===== config.mk =====
export PLATFORM = sky130hd
export DESIGN_NAME = lcl_trip_ctrl
export DESIGN_NICKNAME = d
export VERILOG_FILES = /design/src/rtl/lcl_trip_pkg.sv /design/src/rtl/lcl_fault_integ.sv /design/src/rtl/lcl_trip_limit.sv /design/src/rtl/lcl_retry_fsm.sv /design/src/rtl/lcl_foldback.sv /design/src/rtl/lcl_trip_ctrl.sv
export SDC_FILE = /design/constraint.sdc
export NUM_CORES = 1
export LEC_CHECK = 0
export ABC_AREA = 1
export BUFFER_PORTS_ARGS = -buffer_cell sky130_fd_sc_hd__buf_4
export CORE_MARGIN = 10
export CORE_UTILIZATION = 45
export CTS_CLUSTER_SIZE = 14
export DETAILED_ROUTE_END_ITERATION = 6
export PLACE_DENSITY = 0.67
export SLEW_MARGIN = 20
export SYNTH_ARGS = -nofsm -noshare
export SYNTH_HDL_FRONTEND = slang
export SYNTH_HIERARCHICAL = 1
export SYNTH_SLANG_ARGS = --single-unit

===== constraint.sdc =====
create_clock -name clk -period 1.7 [get_ports clk]
set_input_delay 0 -clock clk [delete_from_list [all_inputs] [get_ports clk]]
set_output_delay 0 -clock clk [all_outputs]
set_load 0.02 [all_outputs]

===== src/rtl/lcl_trip_pkg.sv =====
package lcl_trip_pkg;

  typedef enum logic [2:0] {
    ST_IDLE  = 3'd0,
    ST_ON    = 3'd1,
    ST_LATCH = 3'd2,
    ST_WAIT  = 3'd3,
    ST_LOCK  = 3'd4
  } lcl_state_e;

endpackage


===== src/rtl/lcl_fault_integ.sv =====
module lcl_fault_integ #(
  parameter int ACC_W     = 10,
  parameter int DECAY_DIV = 4
) (
  input  logic             clk,
  input  logic             rst,
  input  logic             clr_i,
  input  logic             oc_eff_i,
  output logic [ACC_W-1:0] acc_o
);

  localparam logic [ACC_W-1:0] ACC_MAX = '1;

  logic dec_tick;

  generate
    if (DECAY_DIV <= 1) begin : g_every_clock
      assign dec_tick = ~oc_eff_i;
    end else begin : g_divided
      localparam int DW = $clog2(DECAY_DIV);
      localparam logic [DW-1:0] DLAST = DW'(DECAY_DIV - 1);
      logic [DW-1:0] dcnt;

      always_ff @(posedge clk) begin
        if (rst || clr_i || oc_eff_i) begin
          dcnt <= '0;
        end else if (dcnt == DLAST) begin
          dcnt <= '0;
        end else begin
          dcnt <= dcnt + 1'b1;
        end
      end

      assign dec_tick = ~oc_eff_i & (dcnt == DLAST);
    end
  endgenerate

  always_ff @(posedge clk) begin
    if (rst || clr_i) begin
      acc_o <= '0;
    end else if (oc_eff_i) begin
      if (acc_o != ACC_MAX) acc_o <= acc_o + 1'b1;
    end else if (dec_tick && (acc_o != '0)) begin
      acc_o <= acc_o - 1'b1;
    end
  end

endmodule


===== src/rtl/lcl_trip_limit.sv =====
module lcl_trip_limit #(
  parameter int ACC_W       = 10,
  parameter int DROP_W      = 6,
  parameter int FIXED_LIMIT = 40,
  parameter int BASE_LIMIT  = 320
) (
  input  logic              clk,
  input  logic              rst,
  input  logic              vdep_i,
  input  logic [DROP_W-1:0] drop_i,
  output logic [ACC_W-1:0]  limit_o
);

  localparam int SH_W = (DROP_W > 1) ? $clog2(DROP_W) : 1;
  localparam logic [ACC_W-1:0] FIX_L  = ACC_W'(FIXED_LIMIT);
  localparam logic [ACC_W-1:0] BASE_L = ACC_W'(BASE_LIMIT);

  logic [SH_W-1:0]  msb_idx;
  logic [ACC_W-1:0] limit_n;

  always_comb begin
    msb_idx = '0;
    for (int i = 1; i < DROP_W; i++) begin
      if (drop_i[i]) msb_idx = SH_W'(i);
    end
  end

  always_comb begin
    if (!vdep_i) begin
      limit_n = FIX_L;
    end else begin
      limit_n = BASE_L >> msb_idx;
    end
  end

  always_ff @(posedge clk) begin
    if (rst) begin
      limit_o <= FIX_L;
    end else begin
      limit_o <= limit_n;
    end
  end

endmodule


===== src/rtl/lcl_retry_fsm.sv =====
module lcl_retry_fsm
  import lcl_trip_pkg::*;
#(
  parameter int OFF_W = 8,
  parameter int TRY_W = 3
) (
  input  logic             clk,
  input  logic             rst,
  input  logic             cmd_i,
  input  logic             rise_i,
  input  logic             trip_i,
  input  logic             retry_i,
  input  logic [OFF_W-1:0] off_time_i,
  input  logic [TRY_W-1:0] max_retry_i,
  output logic             restart_o,
  output logic             sw_en_o,
  output logic             tripped_o,
  output logic             exhausted_o
);

  lcl_state_e       state, state_n;
  logic [OFF_W-1:0] timer, timer_n;
  logic [TRY_W-1:0] tries, tries_n;

  always_comb begin
    state_n   = state;
    timer_n   = timer;
    tries_n   = tries;
    restart_o = 1'b0;
    unique case (state)
      ST_IDLE, ST_LATCH, ST_LOCK: begin
        if (rise_i) begin
          state_n = ST_ON;
          tries_n = '0;
        end
      end
      ST_ON: begin
        if (!cmd_i) begin
          state_n = ST_IDLE;
        end else if (trip_i) begin
          if (!retry_i) begin
            state_n = ST_LATCH;
          end else if (tries < max_retry_i) begin
            state_n = ST_WAIT;
            tries_n = tries + 1'b1;
            timer_n = (off_time_i == '0) ? '0 : off_time_i - 1'b1;
          end else begin
            state_n = ST_LOCK;
          end
        end
      end
      ST_WAIT: begin
        if (!cmd_i) begin
          state_n = ST_IDLE;
        end else if (timer == '0) begin
          state_n   = ST_ON;
          restart_o = 1'b1;
        end else begin
          timer_n = timer - 1'b1;
        end
      end
      default: state_n = ST_IDLE;
    endcase
  end

  always_ff @(posedge clk) begin
    if (rst) begin
      state       <= ST_IDLE;
      timer       <= '0;
      tries       <= '0;
      sw_en_o     <= 1'b0;
      tripped_o   <= 1'b0;
      exhausted_o <= 1'b0;
    end else begin
      state       <= state_n;
      timer       <= timer_n;
      tries       <= tries_n;
      sw_en_o     <= (state_n == ST_ON);
      tripped_o   <= (state_n == ST_LATCH) || (state_n == ST_WAIT) || (state_n == ST_LOCK);
      exhausted_o <= (state_n == ST_LOCK);
    end
  end

endmodule


===== src/rtl/lcl_foldback.sv =====
module lcl_foldback (
  input  logic clk,
  input  logic rst,
  input  logic fold_i,
  input  logic clr_i,
  input  logic oc_eff_i,
  input  logic acc_zero_i,
  output logic trickle_o
);

  always_ff @(posedge clk) begin
    if (rst || !fold_i || clr_i) begin
      trickle_o <= 1'b0;
    end else if (oc_eff_i) begin
      trickle_o <= 1'b1;
    end else if (acc_zero_i) begin
      trickle_o <= 1'b0;
    end
  end

endmodule


===== src/rtl/lcl_trip_ctrl.sv =====
module lcl_trip_ctrl #(
  parameter int ACC_W       = 10,
  parameter int DECAY_DIV   = 4,
  parameter int DROP_W      = 6,
  parameter int FIXED_LIMIT = 40,
  parameter int BASE_LIMIT  = 320,
  parameter int OFF_W       = 8,
  parameter int TRY_W       = 3
) (
  input  logic              clk,
  input  logic              rst,
  input  logic              cmd_on_i,
  input  logic              oc_i,
  input  logic [DROP_W-1:0] drop_i,
  input  logic              retry_mode_i,
  input  logic              vdep_mode_i,
  input  logic              fold_mode_i,
  input  logic [OFF_W-1:0]  off_time_i,
  input  logic [TRY_W-1:0]  max_retry_i,
  output logic              sw_en_o,
  output logic              trickle_o,
  output logic              tripped_o,
  output logic              exhausted_o,
  output logic [ACC_W-1:0]  acc_o
);

  logic             cmd_q;
  logic             cmd_rise;
  logic             restart;
  logic             acc_clr;
  logic             oc_eff;
  logic             trip;
  logic [ACC_W-1:0] acc;
  logic [ACC_W-1:0] limit;

  always_ff @(posedge clk) begin
    if (rst) cmd_q <= 1'b0;
    else     cmd_q <= cmd_on_i;
  end

  assign cmd_rise = cmd_on_i & ~cmd_q;
  assign acc_clr  = cmd_rise | restart;
  assign oc_eff   = oc_i & sw_en_o;
  assign trip     = sw_en_o & (acc >= limit);
  assign acc_o    = acc;

  lcl_fault_integ #(
    .ACC_W     (ACC_W),
    .DECAY_DIV (DECAY_DIV)
  ) integ_i (
    .clk      (clk),
    .rst      (rst),
    .clr_i    (acc_clr),
    .oc_eff_i (oc_eff),
    .acc_o    (acc)
  );

  lcl_trip_limit #(
    .ACC_W       (ACC_W),
    .DROP_W      (DROP_W),
    .FIXED_LIMIT (FIXED_LIMIT),
    .BASE_LIMIT  (BASE_LIMIT)
  ) limit_i (
    .clk     (clk),
    .rst     (rst),
    .vdep_i  (vdep_mode_i),
    .drop_i  (drop_i),
    .limit_o (limit)
  );

  lcl_retry_fsm #(
    .OFF_W (OFF_W),
    .TRY_W (TRY_W)
  ) fsm_i (
    .clk         (clk),
    .rst         (rst),
    .cmd_i       (cmd_on_i),
    .rise_i      (cmd_rise),
    .trip_i      (trip),
    .retry_i     (retry_mode_i),
    .off_time_i  (off_time_i),
    .max_retry_i (max_retry_i),
    .restart_o   (restart),
    .sw_en_o     (sw_en_o),
    .tripped_o   (tripped_o),
    .exhausted_o (exhausted_o)
  );

  lcl_foldback fold_i (
    .clk        (clk),
    .rst        (rst),
    .fold_i     (fold_mode_i),
    .clr_i      (acc_clr),
    .oc_eff_i   (oc_eff),
    .acc_zero_i (acc == '0),
    .trickle_o  (trickle_o)
  );

endmodule


# Word-level counts from Yosys, hierarchy flattened
# Cells that the tools add are included.
# W data, S select, Z words.
word_totals:
  mem_bits_rw: 0
  inputBits: 24
  latch_bits: 0
  romBits: 0
  register_bits: 41
  wordCells: 104
  n_memories: 0
classes:
  n_shift: 1
  multipliers: 0
  n_eq_ne: 18
  reduce_logical: 23
  magnitude_cmp: 2
  muxes: 35
  div_mod_pow: 0
  add_sub_neg: 6
  bitwise: 8
ops:
  columns: ["op", "count"]
  rows:
  - ["$mux W8", 7]
  - ["$mux W3", 14]
  - ["$mux W10", 3]
  - ["$logic_not A8 Y1", 2]
  - ["$pmux W8 S2", 1]
  - ["$sub A8 B1 Y8 const B", 2]
  - ["$eq A3 B2 Y1 const B", 4]
  - ["$ne A2 B2 Y1 const B", 6]
  - ["$add A10 B1 Y10 const B", 1]
  - ["$ge A10 B10 Y1", 1]
  - ["$logic_not A10 Y1", 1]
  - ["$ne A10 B10 Y1 const B", 1]
  - ["$reduce_bool A10 Y1", 1]
  - ["$shr A9 B3 Y10 const A", 1]
  - ["$sub A10 B1 Y10 const B", 1]
  - ["$pmux W3 S3", 1]
  - ["$reduce_bool A2 Y1", 4]
  - ["$reduce_and A7 Y1", 1]
  - ["$eq A3 B1 Y1 const B", 2]
  - ["$eq A3 B3 Y1 const B", 2]
  - ["$logic_or A1 B1 Y1", 6]
  - ["$mux W1", 6]
  - ["$pmux W3 S2", 1]
  - ["$reduce_and A6 Y1", 1]
  - ["15 further kinds", 23]

# Longest topological paths before layout
depth:
  ltp_word: 9
  mapped_depth: 19

# Cells and area by module
# Netlist, hierarchy kept.
by_module_without_submodules:
  columns: ["mod", "cells_each", "area_per_inst_um2", "seq_area_each_um2", "n_inst"]
  rows:
  - ["lcl_retry_fsm", 226, 1280.0, 340.3, 1]
  - ["lcl_fault_integ", 168, 1003.5, 240.2, 1]
  - ["lcl_trip_limit", 41, 359.1, 180.2, 1]
  - ["lcl_trip_ctrl", 60, 354.1, 20.0, 1]
  - ["lcl_foldback", 6, 40.0, 20.0, 1]

# Worst setup path before layout
# OpenSTA, ideal clock, no wires.
synth_timing:
  kind: "flip-flop to flip-flop"
  start: "reg integ_i.acc_o[0]"
  end: "reg fsm_i.timer[0]"
  slack_ns: -0.349
  arrival_ns: 1.936
  setup_time_ns: 0.113
  stages_incl_launch_ff: 17
  required_ns: 1.587
  cell_sequence: "dfxtp_1 inv_1 ha_1 inv_1 nand2_1 nand2_1 nand2_1 nand3_1 nand3_1 nand2_1 inv_1 o21ai_0 nor2_1 nand3_2 buf_6 nor2_1 nor2_1"
synth_between:
  elab_chain_cells: 4
synth_lines:
  columns: ["item", "line_no", "rtl"]
  rows:
  - ["start, declared", "lcl_fault_integ.sv:9", "output logic [ACC_W-1:0] acc_o"]
  - ["start signal, assigned", "lcl_fault_integ.sv:42", "if (acc_o != ACC_MAX) acc_o <= acc_o + 1'b1;"]
  - ["start signal, assigned", "lcl_fault_integ.sv:44", "acc_o <= acc_o - 1'b1;"]
  - ["$ge A10 B10 Y1", "lcl_trip_ctrl.sv:44", "assign trip = sw_en_o & (acc >= limit);"]
  - ["$and A1 B1 Y1", "lcl_trip_ctrl.sv:44", null]
  - ["via trip", "lcl_trip_ctrl.sv:32", "logic trip;"]
  - ["$ne A2 B1 Y1 (no line)", null, null]
  - ["$reduce_and A7 Y1 (no line)", null, null]
  - ["end signal, assigned", "lcl_retry_fsm.sv:76", "timer <= timer_n;"]
  - ["end, declared", "lcl_retry_fsm.sv:22", "logic [OFF_W-1:0] timer, timer_n;"]
# The timed path passes the listed nets, and every way through them passes these cells.
# A chain may end at the register's enable or synchronous reset.

# Worst setup path in the final report
layout_timing:
  start: "reg limit_i.limit_o[4]"
  end: "reg fsm_i.timer[7]"
layout_between:
  elab_chain_cells: 4
layout_lines:
  columns: ["item", "line_no", "rtl"]
  rows:
  - ["start, declared", "lcl_trip_limit.sv:11", "output logic [ACC_W-1:0] limit_o"]
  - ["start signal, assigned", "lcl_trip_limit.sv:40", "limit_o <= limit_n;"]
  - ["$ge A10 B10 Y1", "lcl_trip_ctrl.sv:44", null]
  - ["$and A1 B1 Y1", "lcl_trip_ctrl.sv:44", null]
  - ["via trip", "lcl_trip_ctrl.sv:32", null]
  - ["$ne A2 B1 Y1 (no line)", null, null]
  - ["$reduce_and A7 Y1 (no line)", null, null]
# The timed path passes the listed nets, and every way through them passes these cells.

==> metrics <==
status=finished, violations left; failing checks=setup timing; Buf/Inv on CP=4; DRC viols=0; CP peak stage delay=0.32 ns; First-pass DRT Iterations=4; Max-Cap Viols=0; leakage=0.002207 µW; final hold vios=0; synthesized-area fraction occupied by adder cells=10.55%; Core ar.=6459 µm²; vias in the first global route=2969; final antenna-violating net count=0; die width=102.1 µm; Netlist cell types=34; yosys warns=6; setup slack, reg-to-reg=-0.13 ns; pre-CTS setup slack=-0.2120 ns; Pwr per Cell Area=585.2 nW/µm²; gpl congestion=0.8360; Post-synth EDFFs=0; total CTS buffers=5; Seq/Total Area, Yosys=26.37%; Max Fclk=0.5457 GHz; P&R area growth vs syn=35.56%; Critical-path top delay cell=dfxtp_1; type of the worst setup path=flip-flop to flip-flop; synthesized flop and latch total=40; RSZ-0062 raised after global routing=true; post-layout net count=636; crit-path cells=inv_1 > ha_1 > nand2_2 > inv_2 > nand2_2 > nand2_1 > nand2_1 > nand3_2 > nand2_2 > inv_2 > o21ai_2 > nor2_2 > nand3_2 > buf_12 > nand2_1 > nand2_1 > nor2_1; WL final=7.830 mm; Reg area=830.8 µm²; GRT Util Overall=15.27%; clk root buf=clkbuf_8; Cell Area, Synth=3037 µm²; hold crit path type=primary input to flip-flop; worst reg2reg endpoint=fsm_i/timer[7]$_SDFFE_PP0P_; Post-synth top flop=dfxtp_1; pin count of the biggest net entering global routing=17; Top delay family on crit path=simple AND/OR/NAND/NOR gates; Avg Inst Size Synth=6.061 µm²; area fraction in compound gates after synthesis=6.840%; clk_lat worst skew=0.29 ns; Synth Instances=501; via count=3200; first-pass GRT wire length=13.13 mm; Slew Limit Fails=0; Fillers=622; CTS HTree Levels=2; Most common cell on crit path=nand2_1; Vias/cell=4.812; minimum clock period=1.832 ns; synth cell count leaders=nand2_1 (143), nor2_1 (95), inv_1 (86); final worst path period share=107.8%; Crit. End Element=flip-flop; Worst-path clk slew=0.08 ns; xor/xnor share of the synthesized area=2.019%; Synth area leaders=dfxtp_1 (26%), nand2_1 (18%), nor2_1 (12%); row cnt=29; sink of the worst hold path=limit_i/limit_o[6]$_SDFF_PP0_; Port Buffer Count=36; Hold Path Stages=4; share of cells above drive strength 1=27.89%; area share of the largest cell type after synthesis=26.37%; sum of negative setup slack=-1.610 ns; area leader, netlist=dfxtp_1; die area=10430 µm²; Multi-input gate area=2069 µm²; Hold Crit Start=drop_i[4]; Ant. Diodes=0; I/O pins=38; TritonCTS clock tree=done; final worst slack=-0.1324 ns; VDD IR-drop max=0.5350 mV; R2R cell count=17; initial core utilization=47.02%; initial antenna violation count=0; WL/cell=11.77 µm; Startpoint Class=flip-flop; die height=102.1 µm; clock skew=0.004517 ns; final setup fails=23; worst endpoint data arrival time=2.03 ns; Worst EP required=1.90 ns; aggregate global routing overflow=0; CP max FO=16; main combinational cell family by area after synthesis=simple AND/OR/NAND/NOR gates; clk sink count=40; CTS Buffer Depth=2; mux cell area share after synthesis=0%; top-count cell post-synth=nand2_1; Async SR Flop Fraction=0%; Iter 0 DRT Violations=63; Reg-to-Reg Start=limit_i/limit_o[4]$_SDFF_PP0_; simple-gate share of the synthesized area=41.94%; post-DP HPWL=5.967 mm
## flip-flops by register name, indices dropped and copies added, names as in the netlist, 2 cells and up
name and flops:
integ_i/g_divided.dcnt 2, integ_i/acc_o 10, fsm_i/state 3, fsm_i/timer 8
fsm_i/tries 3, limit_i/limit_o 9
## worst register-to-register path: cells and delay by family, from the launching register on
kind | cells | cell delay (ns)
AND/OR/NAND/NOR | 11 | 0.73
flip-flops | 1 | 0.32
adder cells (fa/ha/maj) | 1 | 0.29
buffers and inverters | 4 | 0.27
AO/OA/AOI/OAI | 1 | 0.15
## metal layers
| metal | routed length, µm | track usage, % |
|---|---|---|
| met2 | 4049 | 28.59 |
| met4 | 47 | 3.254 |
| met5 | 0 | 0 |
| met3 | 267 | 3.306 |
| met1 | 3466 | 17.23 |
## cells in the final DEF (no fill, tap or decap), types with 2 or more instances in the layout
cell,n
nand2_1,132
nor2_1,91
inv_1,74
buf_4,69
nand3_1,24
dfxtp_1,24
ha_1,16
inv_2,13
nand2_2,13
o21ai_0,13
dfxtp_2,12
a21oi_1,10
dlygate4sd3_1,10
ha_4,8
nand4_1,8
nand3_2,7
nor2_4,5
clkbuf_8,5
nand2_4,5
xnor2_1,5
o21ai_2,4
nor2_2,4
o21ai_1,4
dfxtp_4,4
a21oi_2,3
buf_6,3
nor3_2,2
nor3_1,2
xor2_1,2
o21bai_1,2
conb_1,2
## where the power goes
group          internal [µW]  leakage [µW]  switching, µW  total [µW]
Combinational            276       0.00182            347         624
Sequential               962      0.000332           17.6         980
Clock                    442     0.0000548            363         806
Total                   1680       0.00221            728        2410
## cell families (layout without fill, tap and decap cells)
logic type | after synthesis | after routing
AO/OA/AOI/OAI | 38 | 38
adder cells (fa/ha/maj) | 25 | 25
other | 1 | 2
XOR/XNOR | 7 | 7
buffers and inverters | 93 | 179
flip-flops | 40 | 40
AND/OR/NAND/NOR | 297 | 297
## what timing repair did
action                                  in CTS  in global routing
endpoints found under the setup margin      29                 29
pin swaps                                   14                 11
endpoints found under the hold margin        9                  0
hold buffers                                10                  0
gates resized for setup                     31                 20
setup buffers                                0                  1
## metrics by stage
stage	power [µW]	hold WS [ns]	util, %	instances	instance area (µm²)
after floorplan	1358	0.06907	-	502	3100
after global placement	1540	0.1867	57.46	646	3711
after detailed placement	1554	0.1910	57.46	646	3711
after CTS	2408	0.0005821	62.55	664	4040
after global routing	2573	0.002981	63.74	665	4116
final	2409	0.01279	63.74	665	4116
## how the worst max path moves through the flow
stage	startpoint	endpoint	slack [ns]	cells after the start
after floorplan	integ_i/acc_o[0]$_SDFFE_PP0P_	fsm_i/timer[0]$_SDFFE_PP0P_	-0.10	16
final	limit_i/limit_o[4]$_SDFF_PP0_	fsm_i/timer[7]$_SDFFE_PP0P_	-0.13	17
after CTS	limit_i/limit_o[4]$_SDFF_PP0_	fsm_i/timer[7]$_SDFFE_PP0P_	-0.13	17
after global routing	limit_i/limit_o[3]$_SDFF_PP1_	fsm_i/timer[2]$_SDFFE_PP0P_	-0.29	17
after detailed placement	limit_i/limit_o[7]$_SDFF_PP0_	fsm_i/timer[7]$_SDFFE_PP0P_	-0.21	15
after global placement	limit_i/limit_o[7]$_SDFF_PP0_	fsm_i/timer[7]$_SDFFE_PP0P_	-0.14	15
## cell type report
type,instances,share of cell area (%)
timing repair buffer,83,16.32
clock buffer,5,1.672
clock inverter,3,1.125
inverter,88,8.085
sequential,40,20.18
multi-input combinational,369,50.27
tap,77,2.340
Note: power is estimated with default switching activity, not from simulation.
